File: src/rtl/pp_cla_pkg.sv
package pp_cla_pkg;

    // Classification of a block with respect to an incoming carry
    typedef enum logic [1:0] {
        ST_ABSORB = 2'b00,
        ST_PROP   = 2'b01,
        ST_GEN    = 2'b10
    } carry_class_e;

    // Generate half of the associative (G,P) combine: hi over lo
    function automatic logic comb_gen(input logic g_hi, input logic p_hi,
                                      input logic g_lo);
        return g_hi | (p_hi & g_lo);
    endfunction

    // Propagate half of the associative (G,P) combine
    function automatic logic comb_prop(input logic p_hi, input logic p_lo);
        return p_hi & p_lo;
    endfunction

endpackage

File: src/rtl/pp_cla_gp_gen.sv
module pp_cla_gp_gen #(
    parameter int WIDTH = 32
) (
    input  logic [WIDTH-1:0] a_i,
    input  logic [WIDTH-1:0] b_i,
    output logic [WIDTH-1:0] g_o,
    output logic [WIDTH-1:0] p_o
);

    // Per-position flags, independent of every carry
    for (genvar i = 0; i < WIDTH; i++) begin : g_bit
        assign g_o[i] = a_i[i] & b_i[i];
        assign p_o[i] = a_i[i] ^ b_i[i];
    end

endmodule

File: src/rtl/pp_cla_prefix.sv
// Recursive prefix network: out[i] = in[i] o in[i-1] o ... o in[0]
module pp_cla_prefix
    import pp_cla_pkg::*;
#(
    parameter int N = 32
) (
    input  logic [N-1:0] g_i,
    input  logic [N-1:0] p_i,
    output logic [N-1:0] g_o,
    output logic [N-1:0] p_o
);

    if (N == 1) begin : g_leaf
        assign g_o = g_i;
        assign p_o = p_i;
    end else begin : g_node
        localparam int HALF = N / 2;
        localparam int NEVEN = (N - 1) / 2;

        logic [HALF-1:0] pair_g;
        logic [HALF-1:0] pair_p;
        logic [HALF-1:0] sub_g;
        logic [HALF-1:0] sub_p;

        // Step 1: merge neighbouring positions (2j+1 over 2j)
        for (genvar j = 0; j < HALF; j++) begin : g_pair
            assign pair_g[j] = comb_gen(g_i[2*j+1], p_i[2*j+1], g_i[2*j]);
            assign pair_p[j] = comb_prop(p_i[2*j+1], p_i[2*j]);
        end

        // Step 2: half-width prefix over the merged pairs
        pp_cla_prefix #(.N(HALF)) u_sub (
            .g_i (pair_g),
            .p_i (pair_p),
            .g_o (sub_g),
            .p_o (sub_p)
        );

        // Step 3: odd positions are finished by the sub-network
        for (genvar j = 0; j < HALF; j++) begin : g_odd
            assign g_o[2*j+1] = sub_g[j];
            assign p_o[2*j+1] = sub_p[j];
        end

        // Step 4: even positions need one fix-up combine
        assign g_o[0] = g_i[0];
        assign p_o[0] = p_i[0];
        for (genvar j = 1; j <= NEVEN; j++) begin : g_even
            assign g_o[2*j] = comb_gen(g_i[2*j], p_i[2*j], sub_g[j-1]);
            assign p_o[2*j] = comb_prop(p_i[2*j], sub_p[j-1]);
        end
    end

endmodule

File: src/rtl/pp_cla_carry_sum.sv
module pp_cla_carry_sum
    import pp_cla_pkg::*;
#(
    parameter int WIDTH = 32
) (
    input  logic [WIDTH-1:0] p_i,     // per-bit propagate
    input  logic [WIDTH-1:0] pg_i,    // prefix generate of bits i..0
    input  logic [WIDTH-1:0] pp_i,    // prefix propagate of bits i..0
    input  logic             cin_i,
    output logic [WIDTH-1:0] sum_o,
    output logic             cout_o
);

    logic [WIDTH:0] carry;

    // Carry-in merged as the lowest-order (cin,0) term of each prefix
    assign carry[0] = cin_i;
    for (genvar i = 0; i < WIDTH; i++) begin : g_carry
        assign carry[i+1] = comb_gen(pg_i[i], pp_i[i], cin_i);
    end

    // Single XOR level for the sum
    assign sum_o  = p_i ^ carry[WIDTH-1:0];
    assign cout_o = carry[WIDTH];

endmodule

File: src/rtl/pp_cla_status_enc.sv
module pp_cla_status_enc
    import pp_cla_pkg::*;
(
    input  logic       grp_gen_i,
    input  logic       grp_prop_i,
    output logic [1:0] status_o
);

    carry_class_e cls;

    always_comb begin
        unique case ({grp_gen_i, grp_prop_i})
            2'b10:   cls = ST_GEN;
            2'b01:   cls = ST_PROP;
            2'b00:   cls = ST_ABSORB;
            default: cls = ST_ABSORB;
        endcase
    end

    assign status_o = cls;

endmodule

File: src/rtl/pp_cla_adder.sv
module pp_cla_adder
    import pp_cla_pkg::*;
#(
    parameter int WIDTH = 32
) (
    input  logic [WIDTH-1:0] a_i,
    input  logic [WIDTH-1:0] b_i,
    input  logic             cin_i,
    output logic [WIDTH-1:0] sum_o,
    output logic             cout_o,
    output logic             grp_gen_o,
    output logic             grp_prop_o,
    output logic [1:0]       status_o
);

    logic [WIDTH-1:0] bit_g;
    logic [WIDTH-1:0] bit_p;
    logic [WIDTH-1:0] pre_g;
    logic [WIDTH-1:0] pre_p;

    pp_cla_gp_gen #(.WIDTH(WIDTH)) u_gp (
        .a_i (a_i),
        .b_i (b_i),
        .g_o (bit_g),
        .p_o (bit_p)
    );

    pp_cla_prefix #(.N(WIDTH)) u_prefix (
        .g_i (bit_g),
        .p_i (bit_p),
        .g_o (pre_g),
        .p_o (pre_p)
    );

    pp_cla_carry_sum #(.WIDTH(WIDTH)) u_cs (
        .p_i    (bit_p),
        .pg_i   (pre_g),
        .pp_i   (pre_p),
        .cin_i  (cin_i),
        .sum_o  (sum_o),
        .cout_o (cout_o)
    );

    // Whole-word prefix term is the group status
    assign grp_gen_o  = pre_g[WIDTH-1];
    assign grp_prop_o = pre_p[WIDTH-1];

    pp_cla_status_enc u_stat (
        .grp_gen_i  (grp_gen_o),
        .grp_prop_i (grp_prop_o),
        .status_o   (status_o)
    );

endmodule

File: config.mk
export PLATFORM = sky130hd
export DESIGN_NAME = pp_cla_adder
export DESIGN_NICKNAME = d
export VERILOG_FILES = /design/src/rtl/pp_cla_pkg.sv /design/src/rtl/pp_cla_gp_gen.sv /design/src/rtl/pp_cla_prefix.sv /design/src/rtl/pp_cla_carry_sum.sv /design/src/rtl/pp_cla_status_enc.sv /design/src/rtl/pp_cla_adder.sv
export SDC_FILE = /design/constraint.sdc
export NUM_CORES = 1
export LEC_CHECK = 0
export ABC_AREA = 1
export BUFFER_PORTS_ARGS = -buffer_cell sky130_fd_sc_hd__buf_2
export CORE_AREA = 2 2 60 62
export DETAILED_ROUTE_END_ITERATION = 6
export DIE_AREA = 0 0 62 64
export PLACE_DENSITY = 0.83
export SETUP_SLACK_MARGIN = 0.4
export SYNTH_ARGS = -nofsm -noshare
export SYNTH_HDL_FRONTEND = slang
export SYNTH_SLANG_ARGS = --single-unit
export TNS_END_PERCENT = 10
File: constraint.sdc
create_clock -name vclk -period 1.91
set_input_delay 0.191 -clock vclk [all_inputs]
set_output_delay 0.191 -clock vclk [all_outputs]
set_load 0.01 [all_outputs]
==> results.toml <==
[worst_setup_path]
crit_type = "primary input to primary output"
crit_path_end_kind = "primary output"
critPathLaunchType = "primary input"
crit_fanout = 3
slowest_stage = "ha_4"
cp_top_family = "simple AND/OR/NAND/NOR gates"
crit_start = "a_i[7]"
critPathBufInv = 2
path_cells = "buf_6, ha_4, a21o_1, nor2_2, nand2_1, nand2_1, nand2_2, a21oi_4, o21bai_2, nand2_1, nand2_2, nand2_2, nand2_1, nand2_1, nand2_1, buf_6"
required_ns = 1.72
arrival_ns = 1.94
cpPeakStageDelay_ns = 0.25
crit_top_cell = "nand2_1"

[synthesis]
yosys_warnings = 0
synth_top_area_share = 0.280
syn_area_um2 = 1430
ys_seq_area_frac = 0
yosysMostFrequentCell = "nand2_1"
syn_inst = 229
synth_largest_area_cell = "ha_1"
yosys.cell_types.count = 26
syn-num-nets = 327
yosys-top-cells-count = "67 x nand2_1, 33 x inv_1, 32 x ha_1"
synthTopCellsByArea = "ha_1 28%, nand2_1 18%, xor2_1 11%, inv_1 8.7%, a21oi_1 5.6%"
avgSynthCellArea_um2 = 6.23

[pwr]
p_per_area_nw_per_um2 = 395
power_leakage_nw = 1.58
peakVddDrop_uv = 261

[cells_and_area]
layout.area.seq_um2 = 0
area_delta_synth_final_pct = 110
drive_gt1_frac = 0.654
fin_cells = 428
nFillCells = 137
multi_input_area_um2 = 1850
antenna_cells = 0
layout.nets = 482
design.seq.count = 0
clock_buffers = 0

[timing]
fin_hold_ws_ns = 0.874
maxSlewHeadroom = 0.762
max_freq_ghz = 0.468
drv_slew = 0
tightest_slew_ns = 0.357
setup_viol_count_final = 25
rsz0062_at_grt = "true"
finalWorstSetupSlack_ns = -0.225
hold_viol = 0
finalCritPeriodShare = 1.12
layout_min_cycle_time_ns = 2.13

[grt]
antenna_found_initial = 0
grt_pass1_vias = 2085
grt_usage = 0.254
grt_remaining_overflow = 0
grt_max_degree = 7
grt_pass1_wl_um = 8130

[detailed_routing]
antenna_left = 0
wl_um = 6450
wire_per_inst_um = 15.1
vias_per_cell = 5.18
route.detailed.drc = 0
drt-initial-drc-count = 96
drt_first_pass_iters = 5
vias = 2218

[hold_path]
hold_path.class = "primary input to primary output"
min_from = "b_i[27]"

[die]
placementRows = 21
io_pins = 102
coreArea_um2 = 3280
start_util = 0.435
die_y_um = 64
die_area_um2 = 3970
die_w_um = 62

[flow_run]
drv_cap = 0

[outcome]
violations = "negative setup slack"
status = "complete, but fails checks"

[placement]
hpwl_um = 4100
io_buffers = 102
gp_congestion = 0.773
numPlacedInstances = 422

[clock_tree]
ctsHoldBuffers = 0
[layer usage]
| layer | track usage | routed length, µm |
|---|---|---|
| met5 | 0 | 0 |
| met4 | 0.0479 | 259 |
| met3 | 0.0202 | 375 |
| met2 | 0.517 | 3510 |
| met1 | 0.262 | 2300 |
[final cells by class]
class	instances	area share
Tap cell	46	0.0192
Inverter	33	0.0413
Timing Repair Buffer	153	0.323
Multi-Input combinational cell	196	0.616
[final timing paths]
| path | slack [ns] | to | cells after the start |
|---|---|---|---|
| worst max-delay path | -0.22 | sum_o[19] | 16 |
| worst min-delay path | 0.87 | sum_o[27] | 4 |
[where the power goes]
part	total, W	internal [W]	switching (W)
logic	0.00118	0.000582	0.000603
clock network	0	0	0
registers	0	0	0
[metrics by stage]
step | utilization | setup WS (ns) | instance area (µm²) | power (W) | setup TNS (ns)
after floorplan | - | 0.162 | 1700 | 0.000534 | 0
final | 0.914 | -0.225 | 3000 | 0.00118 | -2.95
after global routing | 0.914 | -0.338 | 3000 | 0.00127 | -5.69
after CTS | 0.851 | -0.139 | 2800 | 0.00104 | -1.43
after global placement | 0.793 | -0.138 | 2610 | 0.000931 | -1.67
after detailed placement | 0.793 | -0.232 | 2610 | 0.000967 | -2.78
[cell usage in the layout, fill, tap and decap left out, types with 2 or more instances in the layout]
cell,count
nand3_2,3
nor3_2,2
a21oi_2,9
a21o_1,2
a21oi_1,6
xor2_2,5
nand2_4,6
nor3_1,2
nor2_1,5
buf_2,89
buf_4,52
nand2_2,30
xnor2_1,8
ha_4,20
nor2_2,4
ha_1,12
inv_2,3
inv_1,30
nand2_1,40
nor2_4,6
o21bai_1,2
nand3_1,7
a21oi_4,2
xor2_1,13
buf_6,12
nand3_4,2
[cell families after synthesis]
kind of cell | Yosys count | share of synthesized area
AND/OR/NAND/NOR | 109 | 0.334
adder cells (fa/ha/maj) | 33 | 0.294
buffers and inverters | 33 | 0.0868
AO/OA/AOI/OAI | 28 | 0.125
XOR/XNOR | 26 | 0.160
[repair_timing]
| action | in CTS | in global routing |
|---|---|---|
| cloned | 0 | 0 |
| endpoints found under the setup margin | 34 | 35 |
| buffers inserted | 4 | 2 |
| gates resized for setup | 33 | 43 |
| pin swaps | 30 | 37 |
No activity file was read; power rests on OpenSTA's default activity.
